`config.mk`:
```
export PLATFORM = sky130hd
export DESIGN_NAME = extint_ctrl
export DESIGN_NICKNAME = d
export VERILOG_FILES = /design/src/rtl/extint_pkg.sv /design/src/rtl/extint_sync.sv /design/src/rtl/extint_line.sv /design/src/rtl/extint_nmi.sv /design/src/rtl/extint_ctrl.sv
export SDC_FILE = /design/constraint.sdc
export NUM_CORES = 1
export LEC_CHECK = 0
export CORE_ASPECT_RATIO = 0.7
export CORE_MARGIN = 1
export CORE_UTILIZATION = 55
export CTS_BUF_LIST = sky130_fd_sc_hd__clkbuf_16
export DETAILED_ROUTE_END_ITERATION = 12
export DONT_BUFFER_PORTS = 1
export GPL_TIMING_DRIVEN = 0
export PLACE_DENSITY = 0.77
export REMOVE_ABC_BUFFERS = 1
export SLEW_MARGIN = 30
export SYNTH_ARGS = -nofsm -noshare
export SYNTH_HDL_FRONTEND = slang
export SYNTH_SLANG_ARGS = --single-unit
```
`constraint.sdc`:
```
create_clock -name clk -period 2.4 [get_ports clk]
set_input_delay 0.72 -clock clk [delete_from_list [all_inputs] [get_ports clk]]
set_output_delay 0.72 -clock clk [all_outputs]
set_load 0.1 [all_outputs]
```
`src/rtl/extint_pkg.sv`:
```
package extint_pkg;

    localparam int NUM_LINES  = 8;
    localparam int DATA_W     = 16;
    localparam int ADDR_W     = 3;
    localparam int SYNC_DEPTH = 2;

    localparam logic [ADDR_W-1:0] OFS_NMI   = 3'd0;
    localparam logic [ADDR_W-1:0] OFS_SENSE = 3'd2;
    localparam logic [ADDR_W-1:0] OFS_FLAG  = 3'd4;

    localparam int NMI_LVL_BIT  = 15;
    localparam int NMI_EDGE_BIT = 8;
    localparam int NMI_FLAG_BIT = 1;

    typedef enum logic [1:0] {
        SENSE_LOW  = 2'd0,
        SENSE_FALL = 2'd1,
        SENSE_RISE = 2'd2,
        SENSE_BOTH = 2'd3
    } sense_e;

    typedef struct packed {
        logic rise;
        logic fall;
        logic low;
    } pin_cond_t;

    function automatic pin_cond_t classify(logic now_lvl, logic prev_lvl);
        pin_cond_t c;
        c.rise = now_lvl & ~prev_lvl;
        c.fall = ~now_lvl & prev_lvl;
        c.low  = ~now_lvl;
        return c;
    endfunction

    function automatic logic sense_hit(sense_e mode, pin_cond_t c);
        case (mode)
            SENSE_LOW:  return c.low;
            SENSE_FALL: return c.fall;
            SENSE_RISE: return c.rise;
            default:    return c.rise | c.fall;
        endcase
    endfunction

endpackage

```
`src/rtl/extint_sync.sv`:
```
module extint_sync #(
    parameter int WIDTH  = 9,
    parameter int STAGES = 2
) (
    input  logic             clk,
    input  logic             rst,
    input  logic [WIDTH-1:0] din,
    output logic [WIDTH-1:0] dout
);
    logic [STAGES-1:0][WIDTH-1:0] chain_q;

    for (genvar s = 0; s < STAGES; s++) begin : g_stage
        if (s == 0) begin : g_first
            always_ff @(posedge clk) begin
                if (rst) chain_q[s] <= '1;
                else     chain_q[s] <= din;
            end
        end else begin : g_next
            always_ff @(posedge clk) begin
                if (rst) chain_q[s] <= '1;
                else     chain_q[s] <= chain_q[s-1];
            end
        end
    end

    assign dout = chain_q[STAGES-1];
endmodule

```
`src/rtl/extint_line.sv`:
```
module extint_line
    import extint_pkg::*;
(
    input  logic   clk,
    input  logic   rst,
    input  logic   level,
    input  sense_e mode,
    input  logic   clr,
    output logic   flag
);
    logic      prev_q;
    logic      flag_q;
    logic      hit;
    pin_cond_t cond;

    always_comb begin
        cond = classify(level, prev_q);
        hit  = sense_hit(mode, cond);
    end

    always_ff @(posedge clk) begin
        if (rst) begin
            prev_q <= 1'b1;
            flag_q <= 1'b0;
        end else begin
            prev_q <= level;
            flag_q <= hit | (flag_q & ~clr);
        end
    end

    assign flag = flag_q;

    // an event always leaves the flag set, even with a clear pending
    a_r8_set_wins: assert property (@(posedge clk) disable iff (rst)
        (mode == SENSE_FALL && prev_q && !level) |=> flag_q);
    // rising change in rising mode sets the flag
    a_r4_rise_sets: assert property (@(posedge clk) disable iff (rst)
        (mode == SENSE_RISE && !prev_q && level) |=> flag_q);
    // low level holds the flag
    a_r6_level_hold: assert property (@(posedge clk) disable iff (rst)
        (mode == SENSE_LOW && !level) |=> flag_q);
    // a flag only drops through a clearing write
    a_r7_clear_only: assert property (@(posedge clk) disable iff (rst)
        $fell(flag_q) |-> $past(clr));
endmodule

```
`src/rtl/extint_nmi.sv`:
```
module extint_nmi (
    input  logic clk,
    input  logic rst,
    input  logic level,
    input  logic rise_sel,
    input  logic clr,
    output logic flag
);
    logic prev_q;
    logic flag_q;
    logic edge_hit;

    always_comb begin
        if (rise_sel) edge_hit = level & ~prev_q;
        else          edge_hit = ~level & prev_q;
    end

    always_ff @(posedge clk) begin
        if (rst) begin
            prev_q <= 1'b1;
            flag_q <= 1'b0;
        end else begin
            prev_q <= level;
            flag_q <= edge_hit | (flag_q & ~clr);
        end
    end

    assign flag = flag_q;

    // the flag rises only on a change of the synchronised level
    a_r9_nmi_on_edge: assert property (@(posedge clk) disable iff (rst)
        $rose(flag_q) |-> $past(level != prev_q));
endmodule

```
`src/rtl/extint_ctrl.sv`:
```
module extint_ctrl
    import extint_pkg::*;
#(
    parameter int LINES = NUM_LINES,
    parameter int DW    = DATA_W,
    parameter int AW    = ADDR_W,
    parameter int SYNC  = SYNC_DEPTH
) (
    input  logic             clk,
    input  logic             rst,
    input  logic [LINES-1:0] irq_pin,
    input  logic             nmi_pin,
    input  logic [AW-1:0]    addr,
    input  logic             wr_en,
    input  logic [DW-1:0]    wdata,
    output logic [DW-1:0]    rdata,
    output logic [LINES-1:0] irq_req,
    output logic             nmi_req
);
    localparam int SENSE_W = 2 * LINES;
    localparam int PINS    = LINES + 1;

    logic [PINS-1:0]    pins_s;
    logic [SENSE_W-1:0] sense_q;
    logic               nmi_rise_q;
    logic [LINES-1:0]   flags;
    logic               nmi_flag;
    logic               wr_nmi, wr_sense, wr_flag;

    extint_sync #(.WIDTH(PINS), .STAGES(SYNC)) u_sync (
        .clk  (clk),
        .rst  (rst),
        .din  ({nmi_pin, irq_pin}),
        .dout (pins_s)
    );

    assign wr_nmi   = wr_en && (addr == OFS_NMI);
    assign wr_sense = wr_en && (addr == OFS_SENSE);
    assign wr_flag  = wr_en && (addr == OFS_FLAG);

    always_ff @(posedge clk) begin
        if (rst) begin
            sense_q    <= '0;
            nmi_rise_q <= 1'b0;
        end else begin
            if (wr_sense) sense_q    <= wdata[SENSE_W-1:0];
            if (wr_nmi)   nmi_rise_q <= wdata[NMI_EDGE_BIT];
        end
    end

    for (genvar n = 0; n < LINES; n++) begin : g_line
        extint_line u_line (
            .clk   (clk),
            .rst   (rst),
            .level (pins_s[n]),
            .mode  (sense_e'(sense_q[2*n +: 2])),
            .clr   (wr_flag && !wdata[n]),
            .flag  (flags[n])
        );
    end

    extint_nmi u_nmi (
        .clk      (clk),
        .rst      (rst),
        .level    (pins_s[LINES]),
        .rise_sel (nmi_rise_q),
        .clr      (wr_nmi && !wdata[NMI_FLAG_BIT]),
        .flag     (nmi_flag)
    );

    always_comb begin
        rdata = '0;
        case (addr)
            OFS_NMI: begin
                rdata[NMI_LVL_BIT]  = pins_s[LINES];
                rdata[NMI_EDGE_BIT] = nmi_rise_q;
                rdata[NMI_FLAG_BIT] = nmi_flag;
            end
            OFS_SENSE: rdata[SENSE_W-1:0] = sense_q;
            OFS_FLAG:  rdata[LINES-1:0]   = flags;
            default:   rdata = '0;
        endcase
    end

    assign irq_req = flags;
    assign nmi_req = nmi_flag;

    // the sense register moves only on a write to its own offset
    a_r2_sense_stable: assert property (@(posedge clk) disable iff (rst)
        !wr_sense |=> $stable(sense_q));
    // the edge select moves only on a write to the NMI offset
    a_r9_edge_stable: assert property (@(posedge clk) disable iff (rst)
        !wr_nmi |=> $stable(nmi_rise_q));
endmodule

```
Yosys cells after proc, flatten, opt, wreduce, memory -nomap -nowiden --
Index checks and enable logic that the tools add are counted.
Operators by class: equal/unequal tests 18, mux-type cells 15, bitwise gates (word level) 71, reductions and logical operators 29
Operator list (number):
- 1-bit AND | 27
- 1-bit inverter | 27
- 1-bit one-hot mux with 3 select lines | 9
- 1-bit bitwise OR | 17
- 2-bit by 1-bit == test with 1-bit output (second input constant) | 8
- 2-bit == test (second input constant) | 8
- 2-bit logical NOT | 8
- 1-bit logical AND | 12
- 6-bit one-hot mux with 2 select lines | 1
- 1-bit logical NOT | 8
- 6-bit 2-to-1 mux | 1
- 1-bit one-hot mux with 2 select lines | 3
- 3-bit by 2-bit == test with 1-bit output (second input constant) | 1
- 3-bit == test (second input constant) | 1
- 3-bit logical NOT | 1
- 1-bit 2-to-1 mux | 1
Storage, ports and cells: bits in registers 53, input bits 31, logic and storage cells 155

Depth between registers and ports, before layout --
Gate-level depths: netlist (run 1).
depth after elaboration 6, depth in mapped cells 6, gate-level depth less buffers 5

Cells and area by module --
From an unflattened synthesis (run 1), not the netlist that was laid out.
Second synthesis, totals: cell total of the unflattened synthesis 275, area total of the unflattened synthesis 2722.6 um^2
Modules (own cells, without submodules):
- extint_ctrl | times used 1, cells each 126, area each 1104.8 um^2, seq. area each 340.3 um^2
- extint_line | times used 8, cells each 12, area each 123.9 um^2, seq. area each 40.0 um^2
- extint_sync | times used 1, cells each 46, area each 551.8 um^2, seq. area each 360.3 um^2
- extint_nmi | times used 1, cells each 7, area each 75.1 um^2, seq. area each 40.0 um^2

Worst setup path after synthesis (run 1) --
No wires, ideal clock.
path type input to output, start input addr[1], end output rdata[15], arrival 3.017 ns, setup slack -1.337 ns, stages on the path 3, path buffers 1, path through buf_2 -> mux2i_1 -> nor3_1
Between the ends: longest elaborated chain between the ends 2, elaborated cells on any way between the ends 3, classes of those cells eq/ne: 1; mux: 1; reduce/logical: 1
Ends and longest elaborated chain:
- start, declared | RTL line extint_ctrl.sv:13 | input logic [AW-1:0] addr,
- 3-bit by 2-bit == test with 1-bit output / 3-bit logical NOT (equally long branches) | RTL line extint_ctrl.sv:73 | case (addr)
- 1-bit one-hot mux with 2 select lines (*) | RTL line extint_ctrl.sv:73
- end, declared | RTL line extint_ctrl.sv:16 | output logic [DW-1:0] rdata,
Every way passes the cells marked *; elsewhere a longest branch is shown, timed or not.

Final worst setup path (run 1) --
start input addr[2], end output rdata[4]
Between the ends: longest elaborated chain between the ends 2, elaborated cells on any way between the ends 3, classes of those cells eq/ne: 2; mux: 1
Ends and longest elaborated chain (RTL line):
- 3-bit == test / 3-bit by 2-bit == test with 1-bit output (equally long branches) | extint_ctrl.sv:73
- 6-bit one-hot mux with 2 select lines (*) | extint_ctrl.sv:73
Marks and branches as above.

==> results of run 1 <==
## worst max-delay path, delay by kind of cell
| kind | cells | cell delay (ps) |
|---|---|---|
| simple gates | 2 | 840 |
| compound gates | 1 | 110 |
## flip-flops by register name, indices dropped and copies added (netlist names)
register              cells
u_sync.dout               9
nmi_rise_q                1
sense_q                  16
u_nmi.flag                1
g_line.u_line.prev_q      8
u_sync.chain_q            9
g_line.u_line.flag        8
u_nmi.prev_q              1
## layout make-up
cell class / count / area share
Timing Repair Buffer: 3 / 0.01508
Clock inverter: 3 / 0.004113
Inverter: 33 / 0.04525
Multi-Input combinational cell: 156 / 0.4648
Sequential cell: 53 / 0.3999
Clock buffer: 5 / 0.04570
Tap cell: 55 / 0.02514
## path summary, 6_finish.rpt
| path | startpoint | endpoint | cells past startpoint |
|---|---|---|---|
| worst max-delay path | addr[2] | rdata[4] | 3 |
| worst min-delay path | u_sync.chain_q[2] | u_sync.dout[2] | 1 |
| worst max register to register | g_line[5].u_line.prev_q | g_line[5].u_line.flag | 4 |
| worst min register to register | u_sync.chain_q[2] | u_sync.dout[2] | 1 |
## cells in the mapped netlist
| master | instances |
|---|---|
| sky130_fd_sc_hd__and3_1 | 6 |
| sky130_fd_sc_hd__a2bb2oi_1 | 1 |
| sky130_fd_sc_hd__buf_2 | 3 |
| sky130_fd_sc_hd__buf_12 | 1 |
| sky130_fd_sc_hd__nor3_1 | 2 |
| sky130_fd_sc_hd__o21ai_0 | 8 |
| sky130_fd_sc_hd__inv_1 | 33 |
| sky130_fd_sc_hd__clkbuf_1 | 8 |
| sky130_fd_sc_hd__ha_1 | 16 |
| sky130_fd_sc_hd__mux2i_1 | 4 |
| sky130_fd_sc_hd__dfxtp_1 | 53 |
| sky130_fd_sc_hd__clkbuf_2 | 1 |
| sky130_fd_sc_hd__and2b_1 | 1 |
| sky130_fd_sc_hd__a21bo_2 | 1 |
| sky130_fd_sc_hd__nor4b_2 | 1 |
| sky130_fd_sc_hd__a22oi_1 | 7 |
| sky130_fd_sc_hd__nand4bb_1 | 2 |
| sky130_fd_sc_hd__a21oi_1 | 16 |
| sky130_fd_sc_hd__buf_4 | 9 |
| sky130_fd_sc_hd__nand2_2 | 3 |
| sky130_fd_sc_hd__or2_2 | 27 |
| sky130_fd_sc_hd__nand2_1 | 29 |
| sky130_fd_sc_hd__nor4bb_1 | 1 |
| sky130_fd_sc_hd__buf_6 | 1 |
| sky130_fd_sc_hd__nor2b_1 | 1 |
| sky130_fd_sc_hd__and3b_1 | 1 |
| sky130_fd_sc_hd__mux4_2 | 8 |
| sky130_fd_sc_hd__a21oi_2 | 10 |
| sky130_fd_sc_hd__nor2_1 | 11 |
## timing repair
| action | in CTS | in global routing |
|---|---|---|
| resized for setup | 27 | 4 |
| setup endpoints to repair | 14 | 8 |
| pin swaps | 3 | 6 |
## placed cells by master (no fill, tap or decap), drive strengths merged, types with 2 or more instances in the layout
cell     Yosys  final
nor2        11     11
a21oi       26     26
inv         33     36
o21ai        8      8
ha          16     16
clkbuf       9      5
mux4         8      8
or2         27     27
nand4bb      2      2
buf         14      3
dfxtp       53     53
and3         6      6
nand2       32     32
a22oi        7      7
mux2i        4      4
nor3         2      2
## where the power goes
group          internal (mW)  total, mW  leakage (nW)  switching [mW]
Sequential             0.910      0.997         0.441          0.0870
Combinational         0.0564      0.124         0.570          0.0674
Clock                  0.376      0.684        0.0776           0.308
## cells by family after synthesis
group                    Yosys count
adder cells (fa/ha/maj)           16
AO/OA/AOI/OAI                     43
multiplexers                      12
flip-flops                        53
buffers and inverters             56
AND/OR/NAND/NOR                   85
## through the flow
| step | worst slack [ps] | setup TNS [ps] |
|---|---|---|
| final | 4.687 | 0 |
| after global routing | -26.15 | -140.4 |
| after CTS | -122.3 | -122.3 |
| after detailed placement | -248.0 | -2917 |
| after global placement | -1238 | -27430 |
| after floorplan | -1173 | -9888 |
## routing by layer
| layer | wire length [um] | part of all wire |
|---|---|---|
| met1 | 2121 | 0.45 |
| met2 | 2154 | 0.46 |
| met3 | 313 | 0.067 |
| met4 | 82 | 0.018 |
| met5 | 0 | 0 |
==> impl_metrics.yaml, run 1 <==
final_layout:
  regArea_sq_um: 1095
  nFillCells: 372
  finish.utilization: 0.6324
  fraction_of_final_layout_cells_sized_beyond_drive_strength_1: 0.3518
  finalNetCount: 299
  multi_input_comb_area_sq_um: 1272
  stdcell_count: 308
  stdcell_area_sq_um: 2738
  diodes: 0
  flow.area_growth_from_synthesis_pct: 10.01
grt:
  grt_pass1_vias: 1535
  grt_use_met3: 0.07244
  grt_antenna_before_repair: 0
  grt_util_all_layers: 0.2112
  first_pass_grt_wire_length_mm: 7.245
  grt_remaining_overflow: 0
  groute.layer.met2.usage: 0.3400
  global_route.usage.met1: 0.2575
  largest_net_degree_at_the_start_of_global_routing: 54
  gr-max-usage-layer: "met2"
synth:
  yosys.area_share.xor_xnor: 0
  syn_area_per_cell_sq_um: 9.391
  yosysWarningCount: 0
  dominant_combinational_cell_family_by_area_after_synthesis: "simple AND/OR/NAND/NOR gates"
  synth_cells: 265
  synthDominantCellAreaShare: 0.4263
  compound_gate_portion_of_the_synthesized_area: 0.1121
  synth.mux.area_fraction: 0.08849
  yosysUniqueCellTypes: 29
  yosys.area_share.adder: 0.08044
  summed_instance_area_of_the_synthesized_netlist_sq_um: 2489
  yosys-top-cells-area: "sky130_fd_sc_hd__dfxtp_1 (43%), sky130_fd_sc_hd__ha_1 (8.0%), sky130_fd_sc_hd__mux4_2 (7.2%)"
  synth_top_cell_by_area: "sky130_fd_sc_hd__dfxtp_1"
  yosysSeqAreaShare: 0.4263
  simple_gate_share_of_the_synthesized_area: 0.1830
  ys_ff_latch: 53
sta:
  min_period_over_period: 0.9980
  maxSlewViolCount: 0
  slew-limit-headroom: 0.4643
  finalSetupViolCount: 0
  finalHoldWorstSlack_ps: 408.1
  finalWorstPathRequiredPeriod_ps: 2395
  fin_skew_ps: 5.558
  worst_slew_pin_slew_ps: 799.0
  rsz0062_at_grt: "yes"
  final-hold-violation-count: 0
  max_freq_mhz: 417.5
power_and_ir_drop:
  power.static_leakage_nw: 1.088
  power_dens_cells_nw_per_um2: 659.0
  ir_drop_uv: 475.2
  total_power_mw: 1.804
clocking:
  cts_buffer_depth: 2
  cts.htree.levels: 2
  worst_skew_pair.late_latency_ps: 290
  worst_setup_hold_path_clk_slew_ps: 60
  ctsHoldBuffers: 0
  clkSinkCount: 53
  tritoncts: "built"
  cts_post_setup_buffers_inserted: 0
  clock-root-buffer: "sky130_fd_sc_hd__clkbuf_16"
  cts_buffers: 5
placed_design:
  gp_routability_congestion: 0.7180
  place.port_buffers: 0
  hpwl_mm: 3.150
  place.detailed.instances: 300
  place_area_sq_um: 2535
die:
  core_area_sq_um: 4329
  die_w_um: 82.40
  rows: 20
  floorplan.die_area_sq_um: 4802
  initial_utilization: 0.5749
  die_height_um: 58.28
  io_pins: 56
worst_setup_path:
  critPathLaunchType: "input port"
  critPathMaxFanout: 10
  arrival_ps: 1680
  setup.worst_path.end_class: "output pin"
  reg2reg_setup_slack_ps: 1010
  timing.critical_path.required_ps: 1680
  cpPeakStageDelay_ps: 540
  crit_path_top_delay_cell: "sky130_fd_sc_hd__nor2_4"
  path_cells: "and2b_4 > a22oi_2 > nor2_4"
  timing_worst_setup_path_type: "input port to output pin"
routing:
  detailedRoute.firstIterationViolations: 42
  via_density_per_instance: 5.490
  drcViolationCount: 0
  dr_total_vias: 1691
  drt-total-wl_mm: 4.670
  avgRoutedWirePerCell_um: 15.16
  firstDrtPassIters: 4
  ant_nets: 0
run_status:
  status: "completed"
worst_hold_path:
  hp-class: "register to register"
run:
  drv_cap: 0
(Power assumes the default switching activity.)
==> run 2, diff against run 1 <==
--- a/config.mk
+++ b/config.mk
@@ -12,7 +12,8 @@
 export DETAILED_ROUTE_END_ITERATION = 12
 export DONT_BUFFER_PORTS = 1
 export GPL_TIMING_DRIVEN = 0
-export PLACE_DENSITY = 0.77
+export PLACE_DENSITY = 0.7
+export RECOVER_POWER = 25
 export REMOVE_ABC_BUFFERS = 1
 export SLEW_MARGIN = 30
 export SYNTH_ARGS = -nofsm -noshare
==> run 2 against run 1 <==
- the flow now finishes with violations (negative setup slack)
- die area did not move
- power fell by 1.4%
- clock power fell by 4.1%
- clock-buffer cell count did not move
- critical path depth did not move
- hold slack got worse by 1.7 ps
- global-route usage fell by 0.25 points
- worst setup slack got worse by 17 ps
- critical path type unchanged
- critical endpoint unchanged
- highest routed layer unchanged
==> impl_metrics.yaml, run 2 (same netlist as run 1, synthesis figures left out) <==
run_status:
  status: "finished, violations left"
  failed_checks: "negative setup slack"
die:
  floorplan.die_area_sq_um: 4802
  io_pins: 56
  die_height_um: 58.28
  initial_utilization: 0.5749
  die_w_um: 82.40
  core_area_sq_um: 4329
  rows: 20
clocking:
  tritoncts: "built"
  worst_setup_hold_path_clk_slew_ps: 60
  clkSinkCount: 53
  cts_buffers: 5
  cts_post_setup_buffers_inserted: 0
  clock-root-buffer: "sky130_fd_sc_hd__clkbuf_16"
  cts_buffer_depth: 2
  cts.htree.levels: 2
  worst_skew_pair.late_latency_ps: 290
final_layout:
  flow.area_growth_from_synthesis_pct: 10.56
  top_register: "sense_q"
  regArea_sq_um: 1092
  largest_register_ff_count: 16
  diodes: 0
  finish.utilization: 0.6355
  fraction_of_final_layout_cells_sized_beyond_drive_strength_1: 0.3690
  multi_input_comb_area_sq_um: 1292
  finalNetCount: 299
  mostFrequentLayoutCell: "sky130_fd_sc_hd__dfxtp_1"
  layout.cells.most_common_list: "sky130_fd_sc_hd__dfxtp_1 (44), sky130_fd_sc_hd__inv_1 (34), sky130_fd_sc_hd__nand2_1 (29)"
  nFillCells: 384
  stdcell_count: 307
worst_setup_path:
  critPathMaxFanout: 10
  timing_worst_setup_path_type: "input port to output pin"
  arrival_ps: 1690
  reg2reg_setup_slack_ps: 1030
  path_cells: "and2b_4 > a22oi_2 > nor2_4"
  setup.worst_path.end_class: "output pin"
  cpPeakStageDelay_ps: 530
  timing.critical_path.required_ps: 1680
  r2r_cells: 4
  crit_path_top_delay_cell: "sky130_fd_sc_hd__nor2_4"
  critPathLaunchType: "input port"
routing:
  drcViolationCount: 0
  drt-total-wl_mm: 4.494
  dr_total_vias: 1685
  via_density_per_instance: 5.489
  detailedRoute.firstIterationViolations: 57
  ant_nets: 0
  avgRoutedWirePerCell_um: 14.64
  firstDrtPassIters: 4
sta:
  max_freq_mhz: 414.5
  slew-limit-headroom: 0.4645
  maxSlewViolCount: 0
  rsz0062_at_grt: "yes"
  fin_skew_ps: 4.164
  finalWorstPathRequiredPeriod_ps: 2412
  final-hold-violation-count: 0
  finalSetupViolCount: 5
  min_period_over_period: 1.005
  worst_slew_pin_slew_ps: 798.6
  postLayoutSetupSlackWorst_ps: -12.31
placed_design:
  place.detailed.instances: 300
  gp_routability_congestion: 0.6770
  hpwl_mm: 3.097
  place.port_buffers: 0
power_and_ir_drop:
  ir_drop_uv: 327.2
  switching_share_of_total_power: 0.2461
  power.share.combinational: 0.070
  power_dens_cells_nw_per_um2: 646.3
  clock_network_fraction_of_design_power: 0.369
  netSwitchingPower_mw: 0.4376
  share_of_power_burned_in_registers: 0.561
  cell_internal_pwr_mw: 1.341
  power.static_leakage_nw: 1.079
grt:
  grt_antenna_before_repair: 0
  grt_remaining_overflow: 0
  largest_net_degree_at_the_start_of_global_routing: 54
  grt_util_all_layers: 0.2087
  first_pass_grt_wire_length_mm: 7.203
  grt_pass1_vias: 1563
worst_hold_path:
  hp-class: "register to register"
  hold-path-cell-count: 1
run:
  drv_cap: 0
[run 2: cell types whose count changed in the layout (fill, tap and decap cells not counted)]
cell / change
sky130_fd_sc_hd__dfxtp_4: -1
sky130_fd_sc_hd__inv_1: -2
sky130_fd_sc_hd__a22oi_2: +4
sky130_fd_sc_hd__a22oi_1: -4
sky130_fd_sc_hd__clkinv_1: +1
sky130_fd_sc_hd__dfxtp_2: +1
[run 2: layout make-up]
type | count | share of cell area
Clock inverter | 2 | 0.002729
Sequential cell | 53 | 0.3970
Tap cell | 55 | 0.02501
Timing Repair Buffer | 3 | 0.01501
Inverter | 33 | 0.04502
Multi-Input combinational cell | 156 | 0.4698
Clock buffer | 5 | 0.04548
[run 2: critical path: cells and delay by family]
| kind | cells | cell delay (ps) |
|---|---|---|
| AOI/OAI and AO/OA | 1 | 120 |
| and+or+nand+nor | 2 | 850 |
[run 2: metal layers]
layer,up-vias,wire [um],GRT usage
met5,-,0,0
met4,0,70,0.08271
met3,8,444,0.07402
met2,60,2051,0.3270
met1,794,1928,0.2623
li1,823,-,-
[run 2: final timing paths]
kind,startpoint,end
worst max-delay path,addr[2],rdata[4]
worst min-delay path,u_sync.chain_q[7],u_sync.dout[7]
worst max register to register,g_line[1].u_line.prev_q,g_line[1].u_line.flag
worst min register to register,u_sync.chain_q[7],u_sync.dout[7]
[run 2: repair_timing]
item                       CTS  global route
gates resized for setup     26             8
pin swaps                    3            15
setup endpoints to repair   14             8
hold buffers                 0             0
[run 2: power by group through the flow]
stage | combinational (mW) | sequential (mW) | clock (mW)
after global routing | 0.138 | 1.00 | 0.710
after floorplan | 0.0971 | 1.01 | 0
after CTS | 0.124 | 1.00 | 0.673
after detailed placement | 0.120 | 1.02 | 0
final | 0.125 | 0.998 | 0.656
after global placement | 0.107 | 1.02 | 0
[run 2: stage by stage]
stage | hold slack [ps] | power [mW] | setup TNS, ps | area, sq um | setup slack (ps)
floorplan | 389.5 | 1.109 | -9888 | 2340 | -1173
global placement | 391.3 | 1.125 | -26930 | 2409 | -1230
detailed placement | 393.7 | 1.139 | -2969 | 2535 | -233.5
CTS | 408.2 | 1.797 | -112.4 | 2721 | -112.4
global route | 424.6 | 1.851 | -192.2 | 2751 | -46.19
finish | 406.4 | 1.778 | -32.57 | 2751 | -12.31
==> run 3, diff against run 2 <==
--- a/config.mk
+++ b/config.mk
@@ -7,12 +7,11 @@
 export LEC_CHECK = 0
 export CORE_ASPECT_RATIO = 0.7
 export CORE_MARGIN = 1
-export CORE_UTILIZATION = 55
+export CORE_UTILIZATION = 45
 export CTS_BUF_LIST = sky130_fd_sc_hd__clkbuf_16
 export DETAILED_ROUTE_END_ITERATION = 12
 export DONT_BUFFER_PORTS = 1
 export GPL_TIMING_DRIVEN = 0
-export PLACE_DENSITY = 0.7
 export RECOVER_POWER = 25
 export REMOVE_ABC_BUFFERS = 1
 export SLEW_MARGIN = 30
==> constraint.sdc (replaced) <==
create_clock -name clk -period 3 [get_ports clk]
set_input_delay 0.9 -clock clk [delete_from_list [all_inputs] [get_ports clk]]
set_output_delay 0.9 -clock clk [all_outputs]
set_load 0.1 [all_outputs]
==> run 3 against run 2 <==
- the flow now finishes without violations
- clock skew decreased by 2.0 ps
- final cell count is 5.5% higher
- combinational power shrank 23%
- worst setup slack gained 80 ps
- hold slack improved by 1.3 ps
- sequential power down 20%
- non-clock buffer count stayed put
- sequential cell count unchanged
- die area rose by 22%
- sequential share of layout area fell by 0.34 points
- core utilization fell by 12 points
- cell area is 1.1% lower
- critical endpoint is now rdata[3]
- largest cell class unchanged
==> impl_metrics.yaml, run 3 (same netlist as run 1, synthesis figures left out) <==
final_layout:
  mostFrequentLayoutCell: "sky130_fd_sc_hd__dfxtp_1"
  largest_register_ff_count: 16
  diodes: 0
  finish.utilization: 0.5149
  layout.cells.most_common_list: "sky130_fd_sc_hd__dfxtp_1 (45), sky130_fd_sc_hd__inv_1 (34), sky130_fd_sc_hd__nand2_1 (29)"
  finalNetCount: 299
  nFillCells: 510
  top_register: "sense_q"
  fraction_of_final_layout_cells_sized_beyond_drive_strength_1: 0.3333
  flow.area_growth_from_synthesis_pct: 9.351
routing:
  wl_met2_mm: 2.139
  avgRoutedWirePerCell_um: 14.57
  detailedRoute.firstIterationViolations: 77
  drt-total-wl_mm: 4.720
  dr_total_vias: 1637
  drcViolationCount: 0
  wl_met3_um: 314
  ant_nets: 0
  via_density_per_instance: 5.052
  firstDrtPassIters: 4
  detail_route.wirelength.met1_mm: 2.247
  top_layer_used: "met4"
die:
  initial_utilization: 0.4709
  die_w_um: 90.89
  core_area_sq_um: 5285
  floorplan.die_area_sq_um: 5837
  rows: 22
  io_pins: 56
  die_height_um: 64.22
worst_setup_path:
  critPathMaxFanout: 3
  cpPeakStageDelay_ps: 980
  path_cells: "a22oi_1 > nor2_4"
  crit_path_top_delay_cell: "sky130_fd_sc_hd__dfxtp_1"
  setup.worst_path.end_class: "output pin"
  timing.critical_path.required_ps: 2100
  arrival_ps: 2030
  timing_worst_setup_path_type: "register to output pin"
  critPathLaunchType: "register"
  cpLargestDelayFamily: "flip-flops"
  worstPathBufferInverterCount: 0
placed_design:
  hpwl_mm: 3.252
  place.port_buffers: 0
  gp_routability_congestion: 0.7154
  dpl_worst_slack_ps: -24.83
clocking:
  clkSinkCount: 53
  cts.htree.levels: 2
  worst_skew_pair.late_latency_ps: 280
  cts_post_setup_buffers_inserted: 0
  cts_buffers: 5
  cts_buffer_depth: 2
  clock-root-buffer: "sky130_fd_sc_hd__clkbuf_16"
  tritoncts: "built"
  worst_setup_hold_path_clk_slew_ps: 60
power_and_ir_drop:
  share_of_power_burned_in_registers: 0.562
  power.share.combinational: 0.068
  ir_drop_uv: 224.4
  clock_network_fraction_of_design_power: 0.370
  netSwitchingPower_mw: 0.3507
  switching_share_of_total_power: 0.2462
  power.static_leakage_nw: 1.078
  cell_internal_pwr_mw: 1.074
  power_dens_cells_nw_per_um2: 523.4
sta:
  postLayoutSetupSlackWorst_ps: 67.87
  finalWorstPathRequiredPeriod_ps: 2932
  min_period_over_period: 0.9774
  fin_setup_tns_ps: 0
  slew-limit-headroom: 0.3390
  worst_slew_pin_slew_ps: 990.2
  maxSlewViolCount: 0
  final-hold-violation-count: 0
  rsz0062_at_grt: "no"
  max_freq_mhz: 341.0
  fin_skew_ps: 2.175
  finalSetupViolCount: 0
worst_hold_path:
  hp-class: "register to register"
grt:
  grt_antenna_before_repair: 0
  grt_util_all_layers: 0.1753
  grt_remaining_overflow: 0
  largest_net_degree_at_the_start_of_global_routing: 54
  first_pass_grt_wire_length_mm: 7.921
  grt_pass1_vias: 1648
run:
  drv_cap: 0
run_status:
  status: "completed"
[run 3: cell counts in the layout (fill, tap and decap cells not counted)]
Identical to the previous run, type by type.
[run 3: layer usage]
layer | vias to the layer above | GRT usage
met5 | - | 0
met4 | 0 | 0.04762
met3 | 2 | 0.06071
met2 | 41 | 0.2831
met1 | 775 | 0.2239
li1 | 819 | -
[run 3: worst register-to-register path: stages (launching register included)]
cell and delay [ps]:
sky130_fd_sc_hd__dfxtp_1 980, sky130_fd_sc_hd__o21ai_0 200, sky130_fd_sc_hd__a21oi_1 160
[run 3: path summary, 6_finish.rpt]
kind                                            start               endpoint  slack (ps)  cells past startpoint
worst max-delay path            g_line[3].u_line.flag               rdata[3]          70                      2
worst min-delay path                u_sync.chain_q[5]         u_sync.dout[5]         410                      1
worst max register to register  g_line[3].u_line.flag  g_line[3].u_line.flag        1600                      2
worst min register to register      u_sync.chain_q[5]         u_sync.dout[5]         410                      1
[run 3: area by class of cell]
cell class / count / area (sq um) / share of cell area
sequential: 53 / 1071 / 0.3936
clock inverter: 2 / 7.507 / 0.002759
multi-input combinational: 156 / 1250 / 0.4593
inverter: 33 / 123.9 / 0.04552
clock buffer: 5 / 125.1 / 0.04598
timing repair buffer: 3 / 53.80 / 0.01977
tap: 72 / 90.09 / 0.03310
[run 3: through the flow]
step	cell area, sq um	cells	hold WS [ps]	total power, mW
floorplan	2340	242	389.5	0.8871
global placement	2430	314	393.7	0.9020
detailed placement	2569	317	392.9	0.9122
CTS	2711	324	407.8	1.444
global route	2721	324	427.8	1.491
finish	2721	324	407.7	1.424
[run 3: timing repair]
item	CTS	global route
setup endpoints to repair	7	7
hold buffers	0	0
pin swaps	0	1
gates resized for setup	8	6
[run 3: power by group through the flow]
stage | registers (mW) | logic (mW) | clock network [mW]
global placement | 0.814 | 0.0876 | 0
floorplan | 0.809 | 0.0777 | 0
finish | 0.801 | 0.0967 | 0.527
detailed placement | 0.816 | 0.0966 | 0
global route | 0.805 | 0.107 | 0.580
CTS | 0.800 | 0.0975 | 0.546
